$ cat config.mk
export PLATFORM = sky130hd
export DESIGN_NAME = serial_rx_unit
export DESIGN_NICKNAME = d
export VERILOG_FILES = /design/src/rtl/srx_pkg.sv /design/src/rtl/srx_frame.sv /design/src/rtl/srx_fifo.sv /design/src/rtl/srx_idle_timer.sv /design/src/rtl/serial_rx_unit.sv
export SDC_FILE = /design/constraint.sdc
export NUM_CORES = 1
export LEC_CHECK = 0
export BUFFER_PORTS_ARGS = -buffer_cell sky130_fd_sc_hd__buf_2
export CORE_UTILIZATION = 40
export CTS_CLUSTER_SIZE = 8
export DETAILED_ROUTE_END_ITERATION = 8
export SETUP_SLACK_MARGIN = 0.5
export SLEW_MARGIN = 40
export SYNTH_ARGS = -nofsm -noshare
export SYNTH_HDL_FRONTEND = slang
export SYNTH_SLANG_ARGS = --single-unit
$ cat constraint.sdc
create_clock -name clk -period 3.15 [get_ports clk]
set_clock_uncertainty 0.05 [all_clocks]
set_input_delay 0.315 -clock clk [delete_from_list [all_inputs] [get_ports clk]]
set_output_delay 0.315 -clock clk [all_outputs]
set_load 0.02 [all_outputs]
$ cat src/rtl/srx_pkg.sv
package srx_pkg;

  typedef enum logic [2:0] {
    S_IDLE, S_START, S_DATA, S_PAR, S_STOP1, S_STOP2
  } rx_state_t;

  typedef enum logic [2:0] {
    PAR_EVEN, PAR_ODD, PAR_ZERO, PAR_ONE, PAR_NONE
  } par_mode_t;

  typedef struct packed {
    logic [3:0] nbits;
    par_mode_t  par;
    logic       two_stop;
    logic       loopback;
  } rx_cfg_t;

  // Mode word decode; bit positions are part of the software contract.
  function automatic rx_cfg_t decode_mode(input logic [9:1] m);
    rx_cfg_t c;
    case (m[2:1])
      2'b10:   c.nbits = 4'd7;
      2'b11:   c.nbits = 4'd6;
      default: c.nbits = 4'd8;
    endcase
    if (m[5]) c.par = PAR_NONE;
    else begin
      case (m[4:3])
        2'b00:   c.par = PAR_EVEN;
        2'b01:   c.par = PAR_ODD;
        2'b10:   c.par = PAR_ZERO;
        default: c.par = PAR_ONE;
      endcase
    end
    c.two_stop = (m[7:6] == 2'b10);
    c.loopback = (m[9:8] == 2'b10);
    return c;
  endfunction

  function automatic logic [7:0] len_mask(input logic [3:0] n);
    return 8'hFF >> (4'd8 - n);
  endfunction

  // Value the parity slot must carry for a given character.
  function automatic logic want_parity(input par_mode_t p, input logic [7:0] d,
                                       input logic [3:0] n);
    logic x;
    x = ^(d & len_mask(n));
    case (p)
      PAR_EVEN: return x;
      PAR_ODD:  return ~x;
      PAR_ONE:  return 1'b1;
      default:  return 1'b0;
    endcase
  endfunction

endpackage

$ cat src/rtl/srx_frame.sv
module srx_frame
  import srx_pkg::*;
#(
  parameter int OVS = 16
) (
  input  logic        clk,
  input  logic        rst_n,
  input  logic        clr,
  input  logic        tick,
  input  logic        line,
  input  rx_cfg_t     cfg,
  output logic        done,
  output logic [7:0]  data,
  output logic        par_bad,
  output logic        frm_bad,
  output logic        start_seen
);
  localparam int CW = $clog2(OVS);
  localparam logic [CW-1:0] HALF_C = CW'(OVS / 2 - 1);
  localparam logic [CW-1:0] LAST_C = CW'(OVS - 1);

  rx_state_t      st;
  logic [CW-1:0]  cnt;
  logic [3:0]     bidx;
  logic [7:0]     shreg;
  logic           par_bit;
  logic           ferr;
  logic           at_sample;

  assign at_sample = tick && (cnt == LAST_C);

  always_ff @(posedge clk or negedge rst_n) begin
    if (!rst_n) begin
      st <= S_IDLE; cnt <= '0; bidx <= '0; shreg <= '0; par_bit <= 1'b0; ferr <= 1'b0;
    end else if (clr) begin
      st <= S_IDLE; cnt <= '0; bidx <= '0; shreg <= '0; par_bit <= 1'b0; ferr <= 1'b0;
    end else if (tick) begin
      case (st)
        S_IDLE: begin
          if (!line) begin
            st  <= S_START;
            cnt <= '0;
          end
        end
        S_START: begin
          if (cnt == HALF_C) begin
            cnt <= '0;
            if (!line) begin
              st    <= S_DATA;
              bidx  <= '0;
              shreg <= '0;
            end else begin
              st <= S_IDLE;
            end
          end else begin
            cnt <= cnt + 1'b1;
          end
        end
        S_DATA: begin
          if (cnt == LAST_C) begin
            cnt <= '0;
            shreg[bidx[2:0]] <= line;
            if (bidx == cfg.nbits - 4'd1)
              st <= (cfg.par == PAR_NONE) ? S_STOP1 : S_PAR;
            else
              bidx <= bidx + 4'd1;
          end else begin
            cnt <= cnt + 1'b1;
          end
        end
        S_PAR: begin
          if (cnt == LAST_C) begin
            cnt     <= '0;
            par_bit <= line;
            st      <= S_STOP1;
          end else begin
            cnt <= cnt + 1'b1;
          end
        end
        S_STOP1: begin
          if (cnt == LAST_C) begin
            cnt  <= '0;
            ferr <= !line;
            st   <= cfg.two_stop ? S_STOP2 : S_IDLE;
          end else begin
            cnt <= cnt + 1'b1;
          end
        end
        S_STOP2: begin
          if (cnt == LAST_C) begin
            cnt <= '0;
            st  <= S_IDLE;
          end else begin
            cnt <= cnt + 1'b1;
          end
        end
        default: st <= S_IDLE;
      endcase
    end
  end

  assign done       = at_sample && ((st == S_STOP1 && !cfg.two_stop) || st == S_STOP2);
  assign data       = shreg;
  assign frm_bad    = done && ((st == S_STOP1) ? !line : ferr);
  assign par_bad    = done && (cfg.par != PAR_NONE) &&
                      (par_bit != want_parity(cfg.par, shreg, cfg.nbits));
  assign start_seen = tick && (st == S_IDLE) && !line;

  // A high line seen while idle keeps the receiver idle.
  assert_idle_hold_R5: assert property (@(posedge clk) disable iff (!rst_n)
    (st == S_IDLE && tick && line && !clr) |=> (st == S_IDLE));

  // A false start (line high at mid-bit) never reaches the data state.
  assert_false_start_R5: assert property (@(posedge clk) disable iff (!rst_n)
    (st == S_START && tick && cnt == HALF_C && line && !clr) |=> (st == S_IDLE));

endmodule

$ cat src/rtl/srx_fifo.sv
module srx_fifo #(
  parameter int W     = 8,
  parameter int DEPTH = 16
) (
  input  logic                     clk,
  input  logic                     rst_n,
  input  logic                     clr,
  input  logic                     wr,
  input  logic [W-1:0]             wdata,
  input  logic                     rd,
  output logic [W-1:0]             rdata,
  output logic [$clog2(DEPTH):0]   count,
  output logic                     full,
  output logic                     empty
);
  localparam int AW = $clog2(DEPTH);
  localparam logic [AW:0] DEPTH_C = (AW+1)'(DEPTH);

  logic [W-1:0]  mem [DEPTH];
  logic [AW-1:0] wptr, rptr;
  logic          wr_ok, rd_ok;

  assign full  = (count == DEPTH_C);
  assign empty = (count == '0);
  assign wr_ok = wr && !full;
  assign rd_ok = rd && !empty;
  assign rdata = mem[rptr];

  always_ff @(posedge clk) begin
    if (wr_ok) mem[wptr] <= wdata;
  end

  always_ff @(posedge clk or negedge rst_n) begin
    if (!rst_n) begin
      wptr <= '0; rptr <= '0; count <= '0;
    end else if (clr) begin
      wptr <= '0; rptr <= '0; count <= '0;
    end else begin
      if (wr_ok) wptr <= wptr + 1'b1;
      if (rd_ok) rptr <= rptr + 1'b1;
      case ({wr_ok, rd_ok})
        2'b10:   count <= count + 1'b1;
        2'b01:   count <= count - 1'b1;
        default: count <= count;
      endcase
    end
  end

  // A write while full, with no read, leaves the fill unchanged.
  assert_full_hold_R6: assert property (@(posedge clk) disable iff (!rst_n)
    (wr && full && !rd && !clr) |=> (count == DEPTH_C));

  assert_no_overflow_R6: assert property (@(posedge clk) disable iff (!rst_n)
    count <= DEPTH_C);

  assert_reset_empty_R9: assert property (@(posedge clk) disable iff (!rst_n)
    clr |=> empty);

endmodule

$ cat src/rtl/srx_idle_timer.sv
module srx_idle_timer #(
  parameter int OVS = 16,
  parameter int TW  = 8
) (
  input  logic          clk,
  input  logic          rst_n,
  input  logic          clr,
  input  logic          tick,
  input  logic          arm,
  input  logic          restart,
  input  logic          hold,
  input  logic [TW-1:0] tmo_val,
  output logic          tmo_pulse
);
  localparam int CW = $clog2(OVS);
  localparam int LW = TW + 2;
  localparam logic [CW-1:0] LAST_C = CW'(OVS - 1);

  logic          armed;
  logic [CW-1:0] pre;
  logic [LW-1:0] left;

  assign tmo_pulse = armed && tick && (pre == LAST_C) && (left == LW'(1));

  always_ff @(posedge clk or negedge rst_n) begin
    if (!rst_n) begin
      armed <= 1'b0; pre <= '0; left <= '0;
    end else if (clr || hold) begin
      armed <= 1'b0; pre <= '0;
    end else if (arm || restart) begin
      armed <= (tmo_val != '0);
      pre   <= '0;
      left  <= {tmo_val, 2'b00};
    end else if (armed && tick) begin
      if (pre == LAST_C) begin
        pre  <= '0;
        left <= left - 1'b1;
        if (left == LW'(1)) armed <= 1'b0;
      end else begin
        pre <= pre + 1'b1;
      end
    end
  end

  assert_single_shot_R10: assert property (@(posedge clk) disable iff (!rst_n)
    (tmo_pulse && !arm && !restart) |=> !tmo_pulse);

  assert_start_cancels_R10: assert property (@(posedge clk) disable iff (!rst_n)
    (hold && !clr) |=> !tmo_pulse);

endmodule

$ cat src/rtl/serial_rx_unit.sv
module serial_rx_unit
  import srx_pkg::*;
#(
  parameter int OVS   = 16,
  parameter int DEPTH = 16
) (
  input  logic                   clk,
  input  logic                   rst_n,
  input  logic                   sample_tick,
  input  logic                   rx_serial,
  input  logic                   tx_loop,
  input  logic [9:1]             mode_cfg,
  input  logic                   ctrl_we,
  input  logic [3:0]             ctrl_cmd,
  input  logic [5:0]             trig_level,
  input  logic [7:0]             tmo_value,
  input  logic                   rd_en,
  output logic [7:0]             rd_data,
  output logic [$clog2(DEPTH):0] rx_count,
  output logic                   rx_empty,
  output logic                   rx_full,
  output logic                   rx_on,
  output logic                   trig_flag,
  output logic                   parity_err,
  output logic                   frame_err,
  output logic                   overrun_err,
  output logic                   timeout_evt
);
  localparam int CNTW = $clog2(DEPTH) + 1;

  rx_cfg_t    cfg;
  logic       path_rst, frame_clr, restart_tmo;
  logic [1:0] sync_q;
  logic       line_s;
  logic       char_done, char_par, char_frm, start_seen;
  logic [7:0] char_data;

  assign cfg         = decode_mode(mode_cfg);
  assign path_rst    = ctrl_we && ctrl_cmd[0];
  assign restart_tmo = ctrl_we && ctrl_cmd[3];
  assign frame_clr   = path_rst || !rx_on;

  // Enable/disable; disable wins.
  always_ff @(posedge clk or negedge rst_n) begin
    if (!rst_n)                       rx_on <= 1'b0;
    else if (ctrl_we && ctrl_cmd[2])  rx_on <= 1'b0;
    else if (ctrl_we && ctrl_cmd[1])  rx_on <= 1'b1;
  end

  // Line select and two-stage synchronizer.
  always_ff @(posedge clk or negedge rst_n) begin
    if (!rst_n) sync_q <= 2'b11;
    else        sync_q <= {sync_q[0], cfg.loopback ? tx_loop : rx_serial};
  end
  assign line_s = sync_q[1];

  srx_frame #(.OVS(OVS)) u_frame (
    .clk(clk), .rst_n(rst_n), .clr(frame_clr), .tick(sample_tick), .line(line_s),
    .cfg(cfg), .done(char_done), .data(char_data), .par_bad(char_par),
    .frm_bad(char_frm), .start_seen(start_seen)
  );

  srx_fifo #(.W(8), .DEPTH(DEPTH)) u_fifo (
    .clk(clk), .rst_n(rst_n), .clr(path_rst), .wr(char_done),
    .wdata(char_data & len_mask(cfg.nbits)), .rd(rd_en), .rdata(rd_data),
    .count(rx_count), .full(rx_full), .empty(rx_empty)
  );

  srx_idle_timer #(.OVS(OVS), .TW(8)) u_timer (
    .clk(clk), .rst_n(rst_n), .clr(frame_clr), .tick(sample_tick),
    .arm(char_done), .restart(restart_tmo), .hold(start_seen),
    .tmo_val(tmo_value), .tmo_pulse(timeout_evt)
  );

  assign overrun_err = char_done && rx_full;
  assign parity_err  = char_done && !rx_full && char_par;
  assign frame_err   = char_done && !rx_full && char_frm;
  assign trig_flag   = (trig_level != 6'd0) && (6'(rx_count) >= trig_level);

  assert_overrun_full_R6: assert property (@(posedge clk) disable iff (!rst_n)
    overrun_err |=> (rx_count == CNTW'(DEPTH) || $past(rd_en) || $past(path_rst)));

  assert_disabled_quiet_R8: assert property (@(posedge clk) disable iff (!rst_n)
    (!rx_on && $past(!rx_on)) |-> !char_done);

  assert_trig_nonempty_R7: assert property (@(posedge clk) disable iff (!rst_n)
    trig_flag |-> !rx_empty);

  assert_err_exclusive_R6: assert property (@(posedge clk) disable iff (!rst_n)
    overrun_err |-> !(parity_err || frame_err));

endmodule

==> impl_metrics.py <==
metrics = {
    "clock_network": {
        "cts.path.max_buffers": 2,
        "clockRootBuffer": "clkbuf_16",
        "htreeDepth": 4,
        "cts.sinks": 180,
        "cts_buffers": 17,
        "cts_tree": "yes",
        "clock_latency_ps": 430,
        "cts.reportedPaths.clkPinSlew_ps": 70,
    },
    "floorplan": {
        "start_util": 0.409,
        "dieArea_um2": 21300,
        "core_area_um2": 20300,
        "die_h_um": 146,
        "io_pins": 55,
        "placementRows": 52,
        "die_x_um": 146,
    },
    "critical_path": {
        "crit_fanout": 6,
        "r2r_slack_ps": 550,
        "critical_path.top_delay_family": "multiplexers",
        "cp-end-kind": "output pin",
        "worstSetupStartpointType": "flip-flop",
        "worst-path-buf-inv": 2,
        "path_cells": "buf_6, mux4_2, mux4_2, buf_2",
        "crit_top_cell": "mux4_2",
        "crit_path_top_delay_cell": "mux4_2",
        "cp.arrival_ps": 2330,
        "slowest_delay_ps": 560,
        "cp.required_ps": 2780,
        "critPathKind": "flip-flop to output pin",
    },
    "sta": {
        "rsz0062_at_grt": "yes",
        "tightestPinTransition_ps": 648,
        "finalSetupTns_ps": 0,
        "fmax_mhz": 372,
        "slew_headroom": 0.568,
        "hold_viol": 0,
        "min_period_ps": 2690,
        "finalMaxSlewViolations": 0,
        "fin_crit_sh": 0.854,
        "setup_slack_ps": 459,
        "setup_viol": 0,
        "hold_ws_ps": 75.7,
    },
    "place": {
        "dp_hpwl_um": 12300,
        "io_buffer_count": 54,
        "place_worst_setup_slack_ps": 268,
        "dp_cells": 908,
        "gp_congestion": 0.864,
    },
    "synthesis": {
        "yosysWarnings": 0,
        "async_reset_ff_frac": 0.289,
        "syn_inst": 593,
        "ys_seq_area_frac": 0.620,
        "synth_edf_count": 128,
        "ys_seq_elements": 180,
        "syn-mean-instance-area_um2": 14.0,
        "syn_area_um2": 8310,
        "synth_nets": 646,
        "ys.flop_type": "edfxtp_1",
        "synth_cell_types": 61,
    },
    "detailed_routing": {
        "antenna_left": 0,
        "wl_met3_um": 743,
        "wl_met2_um": 9170,
        "routed_via_density": 5.41,
        "first_pass_iters": 5,
        "drtIter0Drc": 329,
        "drc": 0,
        "vias": 5162,
        "met1_length_um": 7940,
        "post_drt_wl_per_cell_um": 18.9,
        "wl_um": 18000,
        "top_layer": "met4",
    },
    "power": {
        "p_int_mw": 3.82,
        "pwr-share-seq": 0.523,
        "switching_share": 0.241,
        "p_clk_frac": 0.426,
        "peakVddDrop_mv": 0.356,
        "p_leak_nw": 3.81,
        "p_per_area_nw_per_um2": 508,
        "switchingPower_mw": 1.21,
        "total_power_mw": 5.02,
        "comb_power_share": 0.051,
    },
    "global_routing": {
        "grt.overflow.total": 0,
        "grt_max_degree": 36,
        "grt_pass1_vias": 5389,
        "grt_pass1_wl_um": 28900,
        "antenna_found_initial": 0,
        "grtUsageTotal": 0.177,
    },
    "worst_hold_path": {
        "hold_class": "primary input to flip-flop",
    },
    "cells_and_area": {
        "syn2layout_area_growth_pct": 19.2,
        "n_fill_cell": 1797,
        "layout.area.seq_um2": 5160,
        "multi_input_area_um2": 3060,
        "nets": 725,
        "stdcell_count": 955,
        "layout-drive-gt1-share": 0.309,
        "diodes": 0,
    },
    "job": {
        "cap_violations": 0,
    },
    "run_status": {
        "outcome": "finished, final reports clean",
    },
}
-- layer usage --
layer | GRT usage | vias to the layer above
met5 | 0 | -
met4 | 0.0479 | 0
met3 | 0.0344 | 12
met2 | 0.303 | 112
met1 | 0.229 | 2613
li1 | - | 2425
-- final cells by class --
cell class | instances | share of cell area
clock inverters | 15 | 0.0187
well taps | 270 | 0.0341
multi-input cells | 357 | 0.309
repair buffers | 94 | 0.0652
inverters | 22 | 0.00834
flip-flops and latches | 180 | 0.521
clock buffers | 17 | 0.0430
-- repair_timing --
action / 4_1_cts / 5_1_grt
hold endpoints to repair: 16 / 0
gates cloned: 0 / 1
buffers inserted: 8 / 4
setup endpoints to repair: 32 / 56
pin swaps: 2 / 7
gates resized for setup: 12 / 26
hold buffers: 2 / 0
-- power by group through the flow --
stage          registers [mW]  logic (mW)  clock network [mW]
3_5_place_dp             2.67       0.246                   0
2_1_floorplan            2.65       0.171                   0
5_1_grt                  2.63       0.294                2.27
3_3_place_gp             2.67       0.240                   0
4_1_cts                  2.62       0.249                2.17
6_report                 2.63       0.258                2.14
-- synth_stat cells, drive strengths merged, types with 3 or more instances --
library cell  instances  area, µm²
clkbuf               22       82.6
xnor2                11       96.3
nand2b                4       25.0
and2                  7       43.8
or3                   5       32.5
a21oi                33        165
dfrtp                50       1250
nand4                 6       52.6
buf                  12       67.6
nor3                 13       65.1
mux2i                 5       50.1
nor2b                 6       37.5
xor2                  6       52.6
o31ai                 4       30.0
nand2                35        141
mux4                 40        901
nor3b                 7       52.6
edfxtp              128       3840
nor4                 10       75.1
ha                   18        225
a31oi                 7       43.8
a21o                  6       45.0
o21ai                42        218
mux2                  3       33.8
nor2                 44        165
nand3                12       60.1
inv                  21       78.8
and3                  3       18.8
-- placed cells by master (no fill, tap or decap), types with 3 or more instances in the layout --
master / n
buf_4: 33
mux2_2: 3
nor4_1: 8
ha_1: 15
nor2_1: 43
ha_4: 3
and2_1: 3
mux2i_1: 5
xnor2_1: 10
and3_1: 3
a21o_1: 5
edfxtp_1: 128
and2_2: 4
a21oi_2: 3
dfrtp_1: 43
nand3_1: 12
dfrtp_2: 5
buf_6: 6
mux4_2: 40
o21ai_0: 40
nor2b_1: 5
inv_6: 4
nor3b_1: 6
clkinv_8: 4
nand4_1: 5
inv_1: 19
nand2_1: 33
a21oi_1: 30
o31ai_1: 4
buf_2: 50
nor3_1: 12
clkbuf_16: 18
xor2_1: 6
a31oi_1: 7
or3_1: 4
inv_8: 3
-- path summary, 6_finish.rpt --
| path | from | depth (start not counted) | to |
|---|---|---|---|
| max | u_fifo.rptr[0]$_DFFE_PN0P_ | 4 | rd_data[0] |
| min | ctrl_we | 2 | rx_on$_DFFE_PN0P_ |
| max reg2reg | u_frame.cnt[1]$_DFFE_PN0P_ | 11 | u_fifo.count[3]$_DFFE_PN0P_ |
| min reg2reg | sync_q[0]$_DFF_PN1_ | 0 | sync_q[1]$_DFF_PN1_ |
| max in group asynchronous | rst_n | 3 | u_fifo.rptr[0]$_DFFE_PN0P_ |
| min in group asynchronous | rst_n | 2 | u_frame.par_bit$_DFFE_PN0P_ |
-- stage by stage --
stage / area, µm² / utilization
after floorplan: 8350 / -
after global placement: 9010 / 0.444
after detailed placement: 9010 / 0.444
after CTS: 9740 / 0.480
after global routing: 9900 / 0.488
final: 9900 / 0.488
-- sequential cells by signal (all words and copies together) (netlist names), 3 cells and up --
signal	flops
u_fifo.rptr	4
u_frame.data	8
u_frame.bidx	4
u_frame.cnt	4
u_fifo.count	5
u_frame.st	3
u_fifo.wptr	4
u_fifo.mem	128
u_timer.left	10
u_timer.pre	4
-- cells by family (layout without fill, tap and decap cells) --
group / Yosys count / in the layout / synth area share
flip-flops: 180 / 180 / 0.620
AND/OR/NAND/NOR: 160 / 160 / 0.100
buffers and inverters: 56 / 148 / 0.0280
XOR/XNOR: 18 / 18 / 0.0206
adder cells (fa/ha/maj): 19 / 19 / 0.0295
multiplexers: 48 / 48 / 0.119
AO/OA/AOI/OAI: 112 / 112 / 0.0836
(Power assumes the default switching activity.)
